$ cat config.mk
export PLATFORM = sky130hd
export DESIGN_NAME = spi_host_top
export DESIGN_NICKNAME = d
export VERILOG_FILES = /design/src/rtl/spi_host_pkg.sv /design/src/rtl/spi_byte_fifo.sv /design/src/rtl/spi_shift_engine.sv /design/src/rtl/spi_host_top.sv
export SDC_FILE = /design/constraint.sdc
export NUM_CORES = 1
export LEC_CHECK = 0
export BUFFER_PORTS_ARGS = -buffer_cell sky130_fd_sc_hd__buf_2
export CAP_MARGIN = 40
export CORE_ASPECT_RATIO = 1.25
export CORE_MARGIN = 3
export CORE_UTILIZATION = 35
export DETAILED_ROUTE_END_ITERATION = 10
export PLACE_DENSITY = 0.61
export SKIP_LAST_GASP = 1
export SLEW_MARGIN = 15
export SYNTH_ARGS = -nofsm -noshare
export SYNTH_HDL_FRONTEND = slang
export SYNTH_SLANG_ARGS = --single-unit
$ cat constraint.sdc
create_clock -name clk -period 6.49 [get_ports clk]
set_input_delay 0.3245 -clock clk [delete_from_list [all_inputs] [get_ports clk]]
set_output_delay 0.3245 -clock clk [all_outputs]
set_load 0.03 [all_outputs]
$ cat src/rtl/spi_host_pkg.sv
package spi_host_pkg;
  localparam int FRAME_W = 8;
  localparam logic [11:0] OFS_CTRL  = 12'h000;
  localparam logic [11:0] OFS_EN    = 12'h008;
  localparam logic [11:0] OFS_SEL   = 12'h00C;
  localparam logic [11:0] OFS_DIV   = 12'h010;
  localparam logic [11:0] OFS_TXWM  = 12'h014;
  localparam logic [11:0] OFS_RXWM  = 12'h018;
  localparam logic [11:0] OFS_TXLV  = 12'h01C;
  localparam logic [11:0] OFS_RXLV  = 12'h020;
  localparam logic [11:0] OFS_STAT  = 12'h024;
  localparam logic [11:0] OFS_MASK  = 12'h02C;
  localparam logic [11:0] OFS_MSTAT = 12'h030;
  localparam logic [11:0] OFS_RAW   = 12'h034;
  localparam logic [11:0] OFS_CLR   = 12'h038;
  localparam logic [11:0] OFS_TXD   = 12'h400;
  localparam logic [11:0] OFS_RXD   = 12'h800;
endpackage

$ cat src/rtl/spi_byte_fifo.sv
module spi_byte_fifo #(
  parameter int W     = 8,
  parameter int DEPTH = 32
) (
  input  logic          clk,
  input  logic          rst,
  input  logic          push,
  input  logic [W-1:0]  din,
  input  logic          pop,
  output logic [W-1:0]  dout,
  output logic [$clog2(DEPTH+1)-1:0] count,
  output logic          full,
  output logic          empty
);
  localparam int AW = $clog2(DEPTH);
  localparam int CW = $clog2(DEPTH+1);

  logic [W-1:0]  mem [DEPTH];
  logic [AW-1:0] wptr, rptr;

  always_ff @(posedge clk) begin
    if (push) mem[wptr] <= din;
  end

  assign dout  = mem[rptr];
  assign full  = (count == CW'(DEPTH));
  assign empty = (count == '0);

  always_ff @(posedge clk) begin
    if (rst) begin
      wptr  <= '0;
      rptr  <= '0;
      count <= '0;
    end else begin
      if (push) wptr <= wptr + 1'b1;
      if (pop)  rptr <= rptr + 1'b1;
      case ({push, pop})
        2'b10:   count <= count + 1'b1;
        2'b01:   count <= count - 1'b1;
        default: count <= count;
      endcase
    end
  end

  p_no_overflow_r4: assert property (@(posedge clk) disable iff (rst) push |-> !full)
    else $error("push into full fifo");
  p_no_underflow_r5: assert property (@(posedge clk) disable iff (rst) pop |-> !empty)
    else $error("pop from empty fifo");
  p_count_bound_r4: assert property (@(posedge clk) disable iff (rst) count <= CW'(DEPTH))
    else $error("fifo count beyond depth");
endmodule

$ cat src/rtl/spi_shift_engine.sv
module spi_shift_engine
  import spi_host_pkg::*;
#(
  parameter int DIV_W = 16
) (
  input  logic               clk,
  input  logic               rst,
  input  logic               en_i,
  input  logic               cpol_i,
  input  logic               cpha_i,
  input  logic [DIV_W-1:0]   div_i,
  input  logic               tx_empty_i,
  input  logic [FRAME_W-1:0] tx_data_i,
  output logic               tx_pop_o,
  input  logic               miso_i,
  output logic               sclk_o,
  output logic               mosi_o,
  output logic               active_o,
  output logic               done_o,
  output logic [FRAME_W-1:0] rx_data_o
);
  localparam int EDGES = 2 * FRAME_W;
  localparam int EW    = $clog2(EDGES);

  logic [DIV_W-1:0]   half, tick_cnt;
  logic [EW-1:0]      edge_idx;
  logic [FRAME_W-1:0] tx_sh, rx_sh;
  logic               tick, leading, last_edge, sample_edge;

  always_comb begin
    half = (div_i & ~DIV_W'(1)) >> 1;
    if (half == '0) half = DIV_W'(1);
  end

  assign tick        = active_o && (tick_cnt == half - 1'b1);
  assign leading     = !edge_idx[0];
  assign last_edge   = (edge_idx == EW'(EDGES - 1));
  assign sample_edge = (leading != cpha_i);
  assign tx_pop_o    = en_i && !active_o && !tx_empty_i;

  always_ff @(posedge clk) begin
    if (rst) begin
      active_o  <= 1'b0;
      tick_cnt  <= '0;
      edge_idx  <= '0;
      sclk_o    <= 1'b0;
      mosi_o    <= 1'b0;
      tx_sh     <= '0;
      rx_sh     <= '0;
      done_o    <= 1'b0;
      rx_data_o <= '0;
    end else begin
      done_o <= 1'b0;
      if (!en_i) begin
        active_o <= 1'b0;
        sclk_o   <= cpol_i;
        tick_cnt <= '0;
        edge_idx <= '0;
      end else if (!active_o) begin
        sclk_o <= cpol_i;
        if (!tx_empty_i) begin
          active_o <= 1'b1;
          tick_cnt <= '0;
          edge_idx <= '0;
          if (!cpha_i) begin
            mosi_o <= tx_data_i[FRAME_W-1];
            tx_sh  <= tx_data_i << 1;
          end else begin
            tx_sh  <= tx_data_i;
          end
        end
      end else if (tick) begin
        tick_cnt <= '0;
        sclk_o   <= ~sclk_o;
        edge_idx <= edge_idx + 1'b1;
        if (sample_edge) begin
          rx_sh <= {rx_sh[FRAME_W-2:0], miso_i};
        end else if (!last_edge) begin
          mosi_o <= tx_sh[FRAME_W-1];
          tx_sh  <= tx_sh << 1;
        end
        if (last_edge) begin
          active_o  <= 1'b0;
          done_o    <= 1'b1;
          rx_data_o <= cpha_i ? {rx_sh[FRAME_W-2:0], miso_i} : rx_sh;
        end
      end else begin
        tick_cnt <= tick_cnt + 1'b1;
      end
    end
  end

  // a byte leaves the queue only while enabled and when one is present
  p_pop_gated_r13: assert property (@(posedge clk) disable iff (rst)
    tx_pop_o |=> active_o)
    else $error("pop without frame start");
  // idle clock rests at the selected polarity one cycle after activity ends
  p_idle_level_r7: assert property (@(posedge clk) disable iff (rst)
    (!active_o && $past(!active_o) && $stable(cpol_i) && $past(en_i)) |-> (sclk_o == cpol_i))
    else $error("idle sclk level wrong");
endmodule

$ cat src/rtl/spi_host_top.sv
module spi_host_top
  import spi_host_pkg::*;
#(
  parameter int NCS   = 4,
  parameter int DEPTH = 32,
  parameter int DIV_W = 16
) (
  input  logic           clk,
  input  logic           rst,
  input  logic [11:0]    addr,
  input  logic           wr_en,
  input  logic           rd_en,
  input  logic [31:0]    wdata,
  output logic [31:0]    rdata,
  output logic           sclk,
  output logic           mosi,
  input  logic           miso,
  output logic [NCS-1:0] cs_n,
  output logic           irq
);
  localparam int CW = $clog2(DEPTH + 1);
  localparam int TW = $clog2(DEPTH);

  logic             en_q, cpol_q, cpha_q;
  logic [DIV_W-1:0] div_q;
  logic [TW-1:0]    tx_wm, rx_wm;
  logic             msk_tx, msk_rx, raw_tx, raw_rx;

  logic               tx_push, tx_pop, tx_full, tx_empty;
  logic               rx_push, rx_pop, rx_full, rx_empty;
  logic [FRAME_W-1:0] tx_head, rx_head, rx_frame;
  logic [CW-1:0]      tx_cnt, rx_cnt;
  logic               eng_active, eng_done;
  logic               wr_wm_ok, clr_tx, clr_rx;

  assign wr_wm_ok = (wdata < 32'(DEPTH));
  assign tx_push  = wr_en && (addr == OFS_TXD) && !tx_full;
  assign rx_pop   = rd_en && (addr == OFS_RXD) && !rx_empty;
  assign rx_push  = eng_done && !rx_full;
  assign clr_tx   = wr_en && (addr == OFS_CLR) && wdata[0];
  assign clr_rx   = wr_en && (addr == OFS_CLR) && wdata[4];

  spi_byte_fifo #(.W(FRAME_W), .DEPTH(DEPTH)) u_txq (
    .clk(clk), .rst(rst), .push(tx_push), .din(wdata[FRAME_W-1:0]),
    .pop(tx_pop), .dout(tx_head), .count(tx_cnt), .full(tx_full), .empty(tx_empty));

  spi_byte_fifo #(.W(FRAME_W), .DEPTH(DEPTH)) u_rxq (
    .clk(clk), .rst(rst), .push(rx_push), .din(rx_frame),
    .pop(rx_pop), .dout(rx_head), .count(rx_cnt), .full(rx_full), .empty(rx_empty));

  spi_shift_engine #(.DIV_W(DIV_W)) u_eng (
    .clk(clk), .rst(rst), .en_i(en_q), .cpol_i(cpol_q), .cpha_i(cpha_q),
    .div_i(div_q), .tx_empty_i(tx_empty), .tx_data_i(tx_head), .tx_pop_o(tx_pop),
    .miso_i(miso), .sclk_o(sclk), .mosi_o(mosi), .active_o(eng_active),
    .done_o(eng_done), .rx_data_o(rx_frame));

  always_ff @(posedge clk) begin
    if (rst) begin
      en_q <= 1'b0; cpol_q <= 1'b0; cpha_q <= 1'b0;
      div_q <= '0; tx_wm <= '0; rx_wm <= '0;
      msk_tx <= 1'b0; msk_rx <= 1'b0;
      cs_n <= '1;
    end else if (wr_en) begin
      case (addr)
        OFS_CTRL: if (!en_q) begin cpol_q <= wdata[7]; cpha_q <= wdata[6]; end
        OFS_EN:   en_q <= wdata[0];
        OFS_SEL:  cs_n <= ~wdata[NCS-1:0];
        OFS_DIV:  if (!en_q) div_q <= wdata[DIV_W-1:0];
        OFS_TXWM: if (wr_wm_ok) tx_wm <= wdata[TW-1:0];
        OFS_RXWM: if (wr_wm_ok) rx_wm <= wdata[TW-1:0];
        OFS_MASK: begin msk_tx <= wdata[0]; msk_rx <= wdata[4]; end
        default: ;
      endcase
    end
  end

  always_ff @(posedge clk) begin
    if (rst) begin
      raw_tx <= 1'b0;
      raw_rx <= 1'b0;
      irq    <= 1'b0;
    end else begin
      raw_tx <= (raw_tx && !clr_tx) || (tx_cnt <= CW'(tx_wm));
      raw_rx <= (raw_rx && !clr_rx) || (rx_cnt >  CW'(rx_wm));
      irq    <= (raw_tx && msk_tx) || (raw_rx && msk_rx);
    end
  end

  always_ff @(posedge clk) begin
    if (rst) begin
      rdata <= '0;
    end else if (rd_en) begin
      case (addr)
        OFS_CTRL:  rdata <= {24'b0, cpol_q, cpha_q, 6'b0};
        OFS_EN:    rdata <= {31'b0, en_q};
        OFS_SEL:   rdata <= 32'(~cs_n);
        OFS_DIV:   rdata <= 32'(div_q);
        OFS_TXWM:  rdata <= 32'(tx_wm);
        OFS_RXWM:  rdata <= 32'(rx_wm);
        OFS_TXLV:  rdata <= 32'(tx_cnt);
        OFS_RXLV:  rdata <= 32'(rx_cnt);
        OFS_STAT:  rdata <= {31'b0, eng_active || !tx_empty};
        OFS_MASK:  rdata <= {27'b0, msk_rx, 3'b0, msk_tx};
        OFS_MSTAT: rdata <= {27'b0, raw_rx && msk_rx, 3'b0, raw_tx && msk_tx};
        OFS_RAW:   rdata <= {27'b0, raw_rx, 3'b0, raw_tx};
        OFS_RXD:   rdata <= rx_empty ? 32'b0 : 32'(rx_head);
        default:   rdata <= '0;
      endcase
    end
  end

  // configuration does not move while the controller is on
  p_cfg_locked_r2: assert property (@(posedge clk) disable iff (rst)
    (en_q && $past(en_q)) |-> ($stable(cpol_q) && $stable(cpha_q) && $stable(div_q)))
    else $error("config changed while enabled");
  // a received byte enters the queue only at the end of a frame
  p_rx_on_done_r9: assert property (@(posedge clk) disable iff (rst)
    $rose(eng_done) |-> $past(eng_active))
    else $error("frame done without active frame");
endmodule

==> run summary, run 1 <==
outcome = finished, final reports clean
Commonest cells post-synth = edfxtp_1 (512), nor2_1 (203), mux4_2 (152)
fin. max-slew vios = 0
Multi-input gate area = 8510 sq um
Worst Clk Skew = 0.0304 ns
CTS Buffer Depth = 3
Worst EP arrival = 4.80 ns
Reg area = 18300 sq um
RSZ-0062 raised after global routing = false
Pint = 6.68 mW
number of global-route vias before repair = 15.8k
Yosys warnings = 0
worst skew pair latency = 0.62 ns
Final period util = 65.4%
H-Tree Depth = 3
via count = 15.6k
main flop type after synthesis = edfxtp_1
Initial Util = 35.3%
CP Launch Point = div_q[9]
endpoints failing hold = 0
CP peak stage delay = 0.63 ns
most used cell, CP = and3_1
post-synth top area share = 56.2%
cell with the most instances after synthesis = edfxtp_1
die height = 319 um
Crit. End Element = register
VDD IR-drop max = 0.252 mV
site row count = 114
Post-CTS Repair Setup Buffers = 0
delay-heaviest family, CP = simple AND/OR/NAND/NOR gates
pin count of the biggest net entering global routing = 58
synth-to-layout area growth = 14.6%
CP required = 7.04 ns
WHS = 0.0401 ns
P_sw = 1.71 mW
Routed Antenna Nets = 0
via-per-instance ratio = 5.28
syn_nets = 1839
Antenna Cells = 0
slew of the pin with the lowest slew margin = 0.883 ns
WL/cell = 21.8 um
I/O Pins = 88
core area = 77500 sq um
width of the die = 256 um
CTS root buffer = clkbuf_16
Post-Syn Area = 27400 sq um
Die ar. = 81600 sq um
met3 Use GR = 2.45%
met2 GRT Util = 27.3%
Layout fillers = 6943
critical-path maximum fanout = 9
Reg power frac = 53.6%
Critical-path top delay cell = nor4_2
FMAX = 236 MHz
port bufs = 87
initial antenna violation count = 6
register area share after synthesis = 66.8%
DRC = 0
pwr dens = 267 nW/um^2
Detailed Route WL = 64300 um
Cells after Synth = 1755
DR iter-0 viols = 1336
sw frac = 20.3%
HP Start = rst
Avg Inst Size Synth = 15.6 sq um
CTS resizes = 0
min Tclk post-route = 4.24 ns
Yosys cell types = 69
part of the power in combinational logic = 1.1%
CP Launch Type = register
global-route wire length before repair = 98800 um
grt ovf = 0
number of setup violations in the final report = 0
Synth Register Bits = 657
leak pwr = 9.92 nW
busiest grt layer = met2
TNS Setup = 0 ns
CTS tree = built
CP cell instances = nor4_2, and3_1, a21oi_1, ha_1, nor3b_1, buf_2, and3_1, a211o_1, a31oi_1, nor4b_4, and3_1, nor3_1, a22o_1
EDFF count, synth = 512
First-pass DRT Iterations = 7
Tot Pwr = 8.38 mW
Finished Cell Area = 31400 sq um
post-placement cell area = 29000 sq um
CP bufs+invs = 1
layout cell share with drive strength beyond 1 = 21.0%
GRT met1 Usage = 20.3%
area leader, netlist = edfxtp_1
Slew headroom = 40.6%
Final nets = 1932
worst r2r src = div_q[9]
HP Class = in -> reg
DP HPWL = 43300 um
Clock transition at path regs = 0.06 ns
synth top area cells = edfxtp_1 (56%), mux4_2 (13%), dfxtp_1 (11%), nor2_1 (2.8%), mux2i_1 (2.4%)
Total GRT Usage = 15.7%
RD Place Congestion = 0.844
Num CTS Buffers = 66
crit path kind = reg -> reg
max_cap viols = 0
# clock sinks = 657
Async S/R FF share, synth = 0%
clock power share = 45.2%
## cells in the final DEF (no fill, tap or decap), types with 18 or more instances in the layout
master and instances:
buf_4 18, nand3_1 26, edfxtp_1 512, dfxtp_1 141, xor2_1 24, mux2i_1 66
mux4_2 152, and3_1 18, nand2_1 66, inv_1 31, buf_2 88, clkbuf_16 69
ha_1 33, a21oi_1 85, nor2_1 202, o21ai_0 37, xnor2_1 18, a22oi_1 21
## routing by layer
layer	share of wire [%]	up-vias	routed length, um
met2	51	437	32800
met1	42	7973	26800
li1	-	7041	-
met5	0.10	-	66
met4	2.3	8	1480
met3	4.9	103	3130
## power by group through the flow
stage | clock network [mW] | logic [mW] | registers, mW
2_1_floorplan | 0 | 0.0213 | 4.59
3_3_place_gp | 0 | 0.0810 | 4.59
3_5_place_dp | 0 | 0.0860 | 4.59
4_1_cts | 3.89 | 0.0902 | 4.50
5_1_grt | 4.06 | 0.101 | 4.49
6_report | 3.79 | 0.0934 | 4.50
## state kept, by name, indices dropped and copies added (netlist names), 6 cells and up, named ones only
name,flops
div_q,16
rdata,17
u_eng.rx_data_o,8
u_eng.rx_sh,8
u_eng.tick_cnt,16
u_eng.tx_sh,8
u_rxq.count,6
u_rxq.mem,256
u_txq.count,6
u_txq.mem,256
## layout make-up
cell class / count / share of cell area [%]
Sequential cell: 657 / 58.3
Multi-Input combinational cell: 959 / 27.1
Clock buffer: 85 / 5.89
Tap cell: 1044 / 4.17
Timing Repair Buffer: 130 / 3.05
Clock inverter: 36 / 1.01
Inverter: 34 / 0.407
## worst reg2reg max path, stage by stage (launching register included)
cell and delay (ns):
dfxtp_1 0.38, nor4_2 0.63, and3_1 0.30, a21oi_1 0.10, ha_1 0.27, nor3b_1 0.14
buf_2 0.18, and3_1 0.21, a211o_1 0.30, a31oi_1 0.44, nor4b_4 0.12, and3_1 0.22
nor3_1 0.63, a22o_1 0.26
## stage by stage
stage	setup WS (ns)	cells	utilization, %
finish	2.25	2945	40.5
global route	1.96	2945	40.5
CTS	2.08	2939	40.4
detailed placement	1.97	2810	37.5
global placement	1.95	2796	37.2
floorplan	2.53	1755	-
## logic make-up after synthesis
| group | synth area share (%) |
|---|---|
| and+or+nand+nor | 7.72 |
| AOI/OAI and AO/OA | 5.35 |
| adders and majority gates | 1.66 |
| buffers and inverters | 2.17 |
| DFF | 66.8 |
| muxes | 15.0 |
| xor gates and xnor gates | 1.34 |
## final timing paths
check | to | slack (ns) | depth (start not counted)
max | u_eng.tx_sh[3] | 2.25 | 13
min | rdata[10] | 0.04 | 2
max reg2reg | u_eng.tx_sh[3] | 2.25 | 13
min reg2reg | u_eng.rx_sh[7] | 0.46 | 2
## repair_timing
action                                  CTS  global route
endpoints found under the setup margin    0             0
endpoints found under the hold margin     8             0
hold buffers                              8             0
Note: power is estimated with default switching activity, not from simulation.
==> inputs of run 2 (changes only) <==
PLACE_DENSITY = 0.63   (was 0.61)
clock period = 3.8 ns   (was 6.49 ns; I/O delays follow)
==> run summary, run 2 (same netlist as run 1, synthesis figures left out) <==
outcome = finished, final reports clean
initial antenna violation count = 8
wire length on met3 = 4090 um
commonest non-fill, non-tap cell in the layout = edfxtp_1
CTS root buffer = clkbuf_16
max_cap viols = 0
DRC = 0
Top Layer Used = met5
met1 wire length = 26300 um
die height = 319 um
Clock transition at path regs = 0.06 ns
port bufs = 87
R2R depth = 13
H-Tree Depth = 3
most used cell, CP = a21oi_1
leak pwr = 10.4 nW
CTS Buffer Depth = 3
CP cell instances = or4_1, nor3_1, nand3b_1, inv_2, ha_1, ha_1, a21o_1, a21oi_1, o21bai_1, a21oi_1, xnor2_1, or3_1, a21oi_1
worst skew pair latency = 0.60 ns
First-pass DRT Iterations = 5
CP peak stage delay = 0.61 ns
Setup WS post-layout = 0.251 ns
delay-heaviest family, CP = simple AND/OR/NAND/NOR gates
worst r2r src = u_txq.count[0]
Pint = 11.5 mW
Worst Clk Skew = 0.0298 ns
fin. max-slew vios = 0
Min-Delay Path Depth = 1
Tot Pwr = 14.4 mW
FMAX = 282 MHz
Die ar. = 81600 sq um
min Tclk post-route = 3.55 ns
sw frac = 19.7%
CP required = 4.32 ns
HP Class = in -> reg
core area = 77500 sq um
Util after Layout = 41.4%
most frequent cells in the layout = edfxtp_1 (512), nor2_1 (203), mux4_2 (152)
Crit. End Element = register
pwr dens = 448 nW/um^2
via-per-instance ratio = 5.26
critical-path maximum fanout = 9
Initial Util = 35.3%
# clock sinks = 657
met2 routed WL = 33100 um
Slew headroom = 43.1%
number of setup violations in the final report = 0
Routed Antenna Nets = 0
global-route wire length before repair = 100000 um
layout cell share with drive strength beyond 1 = 24.7%
pin count of the biggest net entering global routing = 59
DR iter-0 viols = 1336
P_sw = 2.83 mW
crit path kind = reg -> reg
top flop regs = u_rxq.mem (256), u_txq.mem (256), rdata (17)
part of the power in combinational logic = 1.1%
RD Place Congestion = 0.835
Critical-path top delay cell = or4_1
width of the die = 256 um
Total GRT Usage = 15.9%
VDD IR-drop max = 0.361 mV
site row count = 114
WL/cell = 21.5 um
endpoints failing hold = 0
Reg power frac = 53.5%
pre-CTS setup slack = -0.104 ns
synth-to-layout area growth = 17.2%
clock power share = 45.4%
I/O Pins = 88
RSZ-0062 raised after global routing = false
DP HPWL = 44500 um
CTS tree = built
Crit Reg-Reg Endpoint = u_txq.count[5]
CP bufs+invs = 1
Final period util = 93.4%
Worst R2R Setup Slack = 0.25 ns
number of global-route vias before repair = 16.3k
grt ovf = 0
worst hold path endpoint = u_txq.mem[29][2]
Detailed Route WL = 65400 um
Final nets = 2026
slew of the pin with the lowest slew margin = 0.846 ns
HP Start = wdata[2]
Num CTS Buffers = 68
via count = 16.0k
CP Launch Type = register
Worst EP arrival = 4.07 ns
run 2: cell type report:
| class | instances | area [sq um] |
|---|---|---|
| fillers | 6924 | 45400 |
| flip-flops and latches | 657 | 18300 |
| well taps | 1044 | 1310 |
| repair buffers | 222 | 1640 |
| multi-input cells | 959 | 8520 |
| clock inverters | 32 | 272 |
| diodes | 5 | 12.5 |
| clock buffers | 86 | 1900 |
| inverters | 34 | 128 |
run 2: how the worst max path moves through the flow:
stage | startpoint | to | slack (ns) | cells past startpoint
4_1_cts | div_q[6] | u_eng.rx_sh[7] | 0.20 | 13
3_5_place_dp | div_q[10] | u_eng.rx_sh[7] | -0.10 | 13
3_3_place_gp | div_q[10] | u_eng.rx_sh[3] | 0.03 | 13
6_report | u_txq.count[0] | u_txq.count[5] | 0.25 | 13
2_1_floorplan | addr[1] | u_txq.count[5] | 0.02 | 14
5_1_grt | div_q[6] | u_eng.rx_data_o[1] | 0.02 | 14
run 2: routing by layer:
layer  GRT usage (%)  vias to the layer above
met3            3.05                      110
met4            5.29                        2
met2            27.7                      484
li1                -                     7222
met1            19.8                     8169
met5               0                        -
run 2: power by group through the flow:
stage               Clock [mW]  Sequential [mW]  Combinational [mW]
global placement             0             7.84               0.142
detailed placement           0             7.84               0.148
global route              6.95             7.68               0.170
finish                    6.51             7.68               0.157
CTS                       6.67             7.68               0.156
floorplan                    0             7.84              0.0368
run 2: metrics by stage:
stage          setup TNS [ns]  area, sq um  hold slack, ns  std cells
2_1_floorplan               0        27400           0.289       1755
3_3_place_gp                0        29600           0.438       2894
3_5_place_dp           -0.618        29700           0.455       2903
4_1_cts                     0        32000          0.0854       3030
5_1_grt                     0        32100          0.0644       3034
6_report                    0        32100          0.0662       3039
run 2: what timing repair did:
action                                  CTS  global route
endpoints found under the setup margin    8            15
pin swaps                                 0             1
endpoints found under the hold margin     9             0
resized for setup                         1             2
hold buffers                              9             0
buffers inserted                          0             1
